<file path="config.mk">
export PLATFORM = sky130hd
export DESIGN_NAME = flash_xip_reader
export DESIGN_NICKNAME = d
export VERILOG_FILES = /design/src/rtl/flash_xip_reader.sv
export SDC_FILE = /design/constraint.sdc
export NUM_CORES = 1
export LEC_CHECK = 0
export ABC_AREA = 0
export BUFFER_PORTS_ARGS = -buffer_cell sky130_fd_sc_hd__buf_4
export CAP_MARGIN = 20
export CORE_ASPECT_RATIO = 1.1
export CORE_MARGIN = 1.5
export CORE_UTILIZATION = 59
export CTS_CLUSTER_DIAMETER = 120
export DETAILED_ROUTE_END_ITERATION = 8
export PLACE_DENSITY = 0.88
export SYNTH_ARGS = -nofsm -noshare
export SYNTH_HDL_FRONTEND = slang
export SYNTH_SLANG_ARGS = --single-unit
</file>
<file path="constraint.sdc">
create_clock -name clk -period 5.5 [get_ports clk]
set_clock_uncertainty 0.2 [all_clocks]
set_input_delay 1.375 -clock clk [delete_from_list [all_inputs] [get_ports clk]]
set_output_delay 1.375 -clock clk [all_outputs]
set_load 0.05 [all_outputs]
</file>
<file path="src/rtl/flash_xip_reader.sv">
module flash_xip_reader #(
  parameter int LANES   = 4,
  parameter int CS_HIGH = 4
) (
  input  logic        clk,
  input  logic        rst_n,
  input  logic        reg_wr,
  input  logic [1:0]  reg_sel,
  input  logic [31:0] reg_wdata,
  output logic        mem_mode,
  output logic        rst_busy,
  input  logic        bus_rd,
  input  logic [31:0] bus_addr,
  input  logic [1:0]  bus_size,
  output logic [31:0] bus_rdata,
  output logic        bus_ready,
  output logic        fl_sck,
  output logic        fl_cs_n,
  output logic [3:0]  fl_io_out,
  output logic [3:0]  fl_io_oe,
  input  logic [3:0]  fl_io_in
);
  localparam int LSH = (LANES == 4) ? 2 : 1;
  localparam int GW  = $clog2(CS_HIGH + 1);

  typedef enum logic [1:0] {S_IDLE, S_SHIFT, S_GAP} st_t;
  st_t st;

  logic [7:0]  t_op;
  logic [2:0]  t_ff, t_il, t_ab;
  logic        t_wide;
  logic [31:0] idata;
  logic        mode_q, rpend_q;

  logic [2:0]  f_ab, f_il, f_nb, nb;
  logic        f_wide;
  logic [39:0] tx;
  logic [31:0] rx, rx_nx, rdat_q;
  logic [7:0]  ck, hdr_a, hdr, dclk, tot;
  logic [4:0]  d;
  logic [7:0]  ibyte;
  logic [3:0]  inb;
  logic        sck_q, cs_q, rdy_q, io0, in_data;
  logic [GW-1:0] gap;

  assign t_ab = (t_ff == 3'd0) ? 3'd0 : (t_ff > 3'd5) ? 3'd4 : t_ff - 3'd1;
  assign nb   = (bus_size == 2'd0) ? 3'd1 : (bus_size == 2'd1) ? 3'd2 : 3'd4;

  assign hdr_a   = 8'd8 + {2'b0, f_ab, 3'b0};
  assign hdr     = hdr_a + {2'b0, f_il, 3'b0};
  assign dclk    = f_wide ? ({2'b0, f_nb, 3'b0} >> LSH) : {2'b0, f_nb, 3'b0};
  assign tot     = hdr + dclk;
  assign in_data = (ck >= hdr);

  assign d     = 5'(ck - hdr_a);
  assign ibyte = idata[{d[4:3], 3'b000} +: 8];
  assign io0   = (ck < hdr_a) ? tx[39] : ibyte[~d[2:0]];

  generate
    if (LANES == 4) begin : g_quad
      assign inb = f_wide ? fl_io_in : {3'b0, fl_io_in[1]};
    end else begin : g_dual
      assign inb = f_wide ? {2'b0, fl_io_in[1:0]} : {3'b0, fl_io_in[1]};
    end
  endgenerate

  assign rx_nx = f_wide ? ((rx << LANES) | {28'b0, inb}) : ((rx << 1) | {28'b0, inb});

  function automatic logic [31:0] to_le(input logic [31:0] r, input logic [2:0] n);
    case (n)
      3'd1:    to_le = {24'b0, r[7:0]};
      3'd2:    to_le = {16'b0, r[7:0], r[15:8]};
      default: to_le = {r[7:0], r[15:8], r[23:16], r[31:24]};
    endcase
  endfunction

  always_ff @(posedge clk or negedge rst_n) begin
    if (!rst_n) begin
      st <= S_IDLE;
      t_op <= '0; t_ff <= '0; t_il <= '0; t_wide <= 1'b0;
      idata <= '0; mode_q <= 1'b0; rpend_q <= 1'b0;
      f_ab <= '0; f_il <= '0; f_nb <= 3'd1; f_wide <= 1'b0;
      tx <= '0; rx <= '0; rdat_q <= '0; ck <= '0;
      sck_q <= 1'b0; cs_q <= 1'b1; rdy_q <= 1'b0; gap <= '0;
    end else begin
      rdy_q <= 1'b0;
      case (st)
        S_IDLE: begin
          if (rpend_q) begin
            mode_q  <= 1'b0;
            rpend_q <= 1'b0;
          end else if (bus_rd && !rdy_q) begin
            if (mode_q) begin
              f_ab   <= t_ab;
              f_il   <= t_il;
              f_nb   <= nb;
              f_wide <= t_wide;
              tx     <= {t_op, bus_addr << (6'd8 * (6'd4 - {3'b0, t_ab}))};
              rx     <= '0;
              ck     <= '0;
              sck_q  <= 1'b0;
              cs_q   <= 1'b0;
              st     <= S_SHIFT;
            end else begin
              rdy_q  <= 1'b1;
              rdat_q <= '0;
            end
          end
        end
        S_SHIFT: begin
          if (!sck_q) begin
            sck_q <= 1'b1;
          end else begin
            sck_q <= 1'b0;
            if (in_data) rx <= rx_nx;
            else if (ck < hdr_a) tx <= tx << 1;
            ck <= ck + 8'd1;
            if (ck + 8'd1 == tot) begin
              cs_q   <= 1'b1;
              rdy_q  <= 1'b1;
              rdat_q <= to_le(rx_nx, f_nb);
              gap    <= '0;
              st     <= S_GAP;
            end
          end
        end
        S_GAP: begin
          if (gap == GW'(CS_HIGH - 1)) st <= S_IDLE;
          else gap <= gap + 1'b1;
        end
        default: st <= S_IDLE;
      endcase
      if (reg_wr) begin
        case (reg_sel)
          2'd0: begin
            t_op   <= reg_wdata[31:24];
            t_ff   <= reg_wdata[23:21];
            t_wide <= |reg_wdata[20:19];
            t_il   <= reg_wdata[18:16];
            mode_q <= 1'b1;
          end
          2'd1: idata <= reg_wdata;
          2'd2: if (reg_wdata[4]) rpend_q <= 1'b1;
          default: ;
        endcase
      end
    end
  end

  assign mem_mode  = mode_q;
  assign rst_busy  = rpend_q;
  assign bus_ready = rdy_q;
  assign bus_rdata = rdat_q;
  assign fl_sck    = sck_q;
  assign fl_cs_n   = cs_q;
  assign fl_io_out = {3'b000, io0};
  assign fl_io_oe  = (!cs_q && !in_data) ? 4'b0001 : 4'b0000;
endmodule


</file>
* Yosys cells after proc, flatten, opt, wreduce, memory -nomap -nowiden
Cells that the tools add are included.
Word-level totals: register bits 178, input port bits 76, logic and storage cells 150, output and inout bits 45
Cells by class: muxes and demuxes 69, bitwise gates (word level) 4, reduce and logical (&&, ||, !) cells 23, $lt $le $gt $ge 4, eq/ne operators 20, shift operators 2, add/subtract/negate cells 8
Operator list (number):
- 2-to-1 mux 40 bit | 6
- 2-to-1 mux 32 bit | 6
- 2-to-1 mux 31 bit | 5
- case mux 32 bit (2 select lines) | 2
- case mux 40 bit (2 select lines) | 1
- bitwise OR 32 x 4 -> 32 bit | 2
- case mux 31 bit (2 select lines) | 1
- 2-to-1 mux 8 bit | 4
- indexed part select 32 x 6 -> 8 bit | 1
- left shift 32 x 6 -> 32 bit | 1
- AND reduction 6 bit | 4
- 2-to-1 mux 1 bit | 22
- inequality test 2 bit, second input constant | 11
- 2-to-1 mux 3 bit | 7
- case mux 8 bit (2 select lines) | 1
- 2-to-1 mux 2 bit | 6
- AND reduction 4 bit | 3
- adder 7 x 6 -> 8 bit | 1
- adder 8 x 1 -> 8 bit, second input constant | 1
- adder 8 x 6 -> 8 bit | 1
- equality test 8 bit | 1
- greater-or-equal comparator 8 bit | 1
- < comparator 8 x 7 -> 1 bit | 1
- adder 4 x 6 -> 7 bit, first input constant | 1
- 27 further kinds | 40

* Longest topological paths before layout
depth after elaboration 9, mapped depth 15, gate-level depth less buffers 14

* Least setup slack after synthesis
Ideal clock, no wire load.
path type reg2out, start register f_ab[0], end output fl_io_out[0], stages on the path, launching flop included 11, arrival 2.941 ns, slack 0.984 ns, path buffers 1, required time 3.925 ns, cell sequence dfrtp_1 ha_1 inv_1 ha_1 xnor2_1 mux4_2 mux4_2 nor2b_1 a21oi_1 mux2_2 buf_4
On the way: word-level cells in the longest chain between the ends 6, elaborated cells on any way between the ends 7, classes of those cells 2 x add/sub; 1 x order compare; 1 x shift; 3 x mux
Ends and longest elaborated chain:
- start, declared | RTL line 35 | logic [2:0] f_ab, f_il, f_nb, nb;
- start signal, assigned | RTL line 94 | f_ab <= t_ab;
- adder 4 x 6 -> 7 bit * | RTL line 49 | assign hdr_a = 8'd8 + {2'b0, f_ab, 3'b0};
- subtractor 5 bit | RTL line 55 | assign d = 5'(ck - hdr_a);
- indexed part select 32 x 6 -> 8 bit | RTL line 56 | assign ibyte = idata[{d[4:3], 3'b000} +: 8];
- binary-select mux 1 bit (select 3 bit) | RTL line 57 | assign io0 = (ck < hdr_a) ? tx[39] : ibyte[~d[2:0]];
- 2-to-1 mux 1 bit (not written as such) | RTL line 57
- 2-to-1 mux 1 bit * | RTL line 57
- end, declared | RTL line 19 | output logic [3:0] fl_io_out,
Mark *: on every way between the ends. The rest lies on a longest branch, timed or not. The select of a mux whose other input is x is not followed.

* Worst setup path after layout
Same ends and word-level chain as after synthesis.

==> flow_summary_export.csv <==
group,metric,value,unit
worst_setup_path,ff2ff_setup_slack,1.18,ns
grt,grt_util_all_layers,30.4,%
synthesis,yosysMostFrequentCell,"dfrtp_1",
grt,antenna_found_initial,0,
clock_network,hold_buffers,0,
timing,setup_viol,0,
grt,grt_first_pass_wirelength,38900,um
run_status,outcome,"complete, no violations",
synthesis,async_reset_ff_share,100,%
cells_and_area,multiInputGateArea,4740,um2
cells_and_area,fillerInstances,1128,
worst_hold_path,holdPathStages,2,
clock_network,clock_latency,0.44,ns
worst_setup_path,crit_type,"flop to primary output",
detailed_routing,first_pass_iters,5,
cells_and_area,nets,1074,
detailed_routing,via_per_inst,6.36,
flow_run,maxCapViolCount,0,
pwr,ir_drop,178,uV
worst_setup_path,reg2regPathDepth,13,
placed_design,place_area,10500,um2
synthesis,synth_commonest_cells,"dfrtp_1, nand2_1, o21ai_1, mux2_2",
clock_network,numCtsBuffers,17,
worst_hold_path,hold_path_class,"flop to flop",
clock_network,cts_root_buf,"clkbuf_16",
pwr,pwr_density_cell,275,nW/um2
detailed_routing,drc,0,
detailed_routing,drt_wl_total,24200,um
synthesis,ys_seq_area_share,46.8,%
timing,clock.fmax,0.191,GHz
timing,period_share,95.4,%
cells_and_area,n_antenna_cell,0,
timing,hold_violations,0,
timing,slew_viol_final,0,
detailed_routing,vias,7548,
pwr,internal_power,2.26,mW
pwr,power_switching,784,uW
synthesis,yosysTopAreaCell,"dfrtp_1",
placed_design,dp_hpwl,16200,um
die,die-area,16900,um2
cells_and_area,area_delta_synth_final,16.1,%
worst_setup_path,cp-endpoint,"fl_io_out[0]",
clock_network,tritoncts,"done",
cells_and_area,drive_gt1_share,24.7,%
pwr,seqPwrFrac,47.8,%
synthesis,yosys.area.top_type_share,46.2,%
timing,worstMarginPinSlew,1.11,ns
placed_design,gp_congestion,0.889,
worst_setup_path,cp-startpoint,"f_ab[0]",
worst_setup_path,r2r_end,"tx[30]",
worst_setup_path,crit_arrival,3.67,ns
worst_setup_path,required,3.92,ns
synthesis,syn_inst,894,
pwr,leakage,5.10,nW
timing,period_needed,5.25,ns
synthesis,synth-edff-count,0,
clock_network,postCtsSetupBuffers,0,
worst_setup_path,path_max_fanout,8,
synthesis,syn_area_per_cell,10.7,um2
clock_network,clock_sinks,178,
die,die_h,136,um
pwr,combPwrFrac,12.3,%
die,io_pins,121,
synthesis,ys.warnings.count,0,
grt,grt_overflow,0,
timing,fin_hold_ws,0.277,ns
die,dieWidth,124,um
clock_network,cts_buffer_depth,2,
detailed_routing,wl_per_cell,20.4,um
clock_network,cts.clk_slew.worst_paths,0.06,ns
detailed_routing,drtIter0Drc,689,
synthesis,synth_cell_types,62,
cells_and_area,final_cell_area,11100,um2
synthesis,synth-main-ff-cell,"dfrtp_1",
detailed_routing,postRouteAntennaNets,0,
worst_setup_path,r2r_start,"f_ab[0]",
grt,first_global_vias,7482,
synthesis,syn_area,9530,um2
die,design.core.area,15700,um2
pwr,swShare,25.8,%
pwr,pwr-share-clk,39.9,%
synthesis,synth_seq_cells,178,
worst_setup_path,critPathLaunchType,"flop",
cells_and_area,seqCellArea,4460,um2
timing,setup_tns,0,ns
die,start_util,60.6,%
worst_setup_path,crit_path_end_kind,"primary output",
synthesis,synth.top_cells.by_area,"dfrtp_1, mux2_2, mux2_1",
placed_design,portBuffers,114,
timing,rsz0062_at_grt,"false",
timing,slew-limit-headroom,26.1,%
clock_network,h-tree-depth,4,
pwr,total_power,3.04,mW
die,fp-row-count,48,
grt,grt_max_degree,100,
==> cell usage in the layout, fill, tap and decap left out, types with 4 or more instances in the layout <==
| master | count |
|---|---|
| a2111oi_2 | 7 |
| a21o_1 | 4 |
| a21oi_1 | 22 |
| a221oi_1 | 19 |
| a22o_1 | 15 |
| a22oi_1 | 9 |
| a31o_1 | 8 |
| buf_4 | 124 |
| clkbuf_16 | 17 |
| conb_1 | 6 |
| dfrtp_1 | 175 |
| ha_1 | 22 |
| inv_1 | 17 |
| mux2_1 | 45 |
| mux2_2 | 50 |
| mux2_4 | 5 |
| mux2i_1 | 41 |
| mux4_2 | 9 |
| nand2_1 | 124 |
| nand3_1 | 27 |
| nor2_1 | 42 |
| nor2b_1 | 4 |
| nor3b_1 | 4 |
| o21ai_0 | 22 |
| o21ai_1 | 60 |
| o22ai_1 | 8 |
| o31ai_1 | 19 |
| xnor2_1 | 8 |
| xor2_1 | 7 |
==> metrics by stage <==
stage,utilization [%],setup WS (ns),cells
finish,70.3,0.254,1186
detailed placement,66.6,0.593,1155
global placement,66.6,0.758,1155
floorplan,-,0.984,899
CTS,70.3,0.0239,1186
global route,70.3,0.102,1186
==> registers in the layout (all words and copies together) (netlist names), 8 cells and up <==
register / cells
bus_rdata: 32
ck: 8
tx: 40
rx: 31
t_op: 8
idata: 32
==> repair_timing <==
action,in CTS,in global routing
gates resized for setup,0,1
endpoints found under the hold margin,0,0
endpoints found under the setup margin,0,1
==> cell type report <==
cell class | instances | area share, %
inverters | 18 | 0.611
repair buffers | 126 | 8.70
well taps | 200 | 2.26
multi-input cells | 633 | 42.9
clock buffers | 20 | 4.13
clock inverters | 11 | 1.16
flip-flops and latches | 178 | 40.3
==> worst max-delay path, stage by stage, from the launching register on <==
cell     delay [ns]
dfrtp_1        0.40
ha_1           0.33
inv_1          0.09
ha_1           0.32
xnor2_2        0.52
mux4_2         0.39
mux4_2         0.49
nor2b_1        0.17
a21oi_1        0.06
mux2_2         0.27
buf_4          0.19
==> power by group through the flow <==
stage / combinational, mW / clock (mW) / sequential [mW]
floorplan: 0.248 / 0 / 1.44
global placement: 0.353 / 0 / 1.46
detailed placement: 0.366 / 0 / 1.47
CTS: 0.372 / 1.22 / 1.45
global route: 0.407 / 1.28 / 1.46
finish: 0.375 / 1.21 / 1.45
==> cells by family after synthesis <==
logic type / Yosys count / share of synthesized area [%]
simple gates: 228 / 10.8
compound gates: 207 / 14.7
flops: 178 / 46.8
mux: 150 / 18.4
buf+inv: 88 / 4.07
fa+ha+maj: 24 / 3.31
xor+xnor: 18 / 1.88
other cells: 1 / 0.0393
==> routing by layer <==
| layer | part of all wire [%] | GRT usage (%) | wire length, um | vias up |
|---|---|---|---|---|
| met3 | 6.2 | 5.79 | 1500 | 78 |
| met2 | 49 | 49.9 | 11900 | 354 |
| li1 | - | - | - | 3378 |
| met1 | 40 | 38.6 | 9790 | 3738 |
| met5 | 0 | 0 | 0 | - |
| met4 | 4.2 | 14.4 | 1020 | 0 |
==> worst min-delay path by stage <==
stage	slack, ns	to	from
final	0.28	f_wide	t_wide
after global routing	0.31	tx[33]	tx[33]
after CTS	0.27	f_wide	t_wide
after detailed placement	0.25	f_il[0]	t_il[0]
after global placement	0.25	f_il[0]	t_il[0]
after floorplan	0.23	f_il[0]	t_il[0]
(Power assumes the default switching activity.)
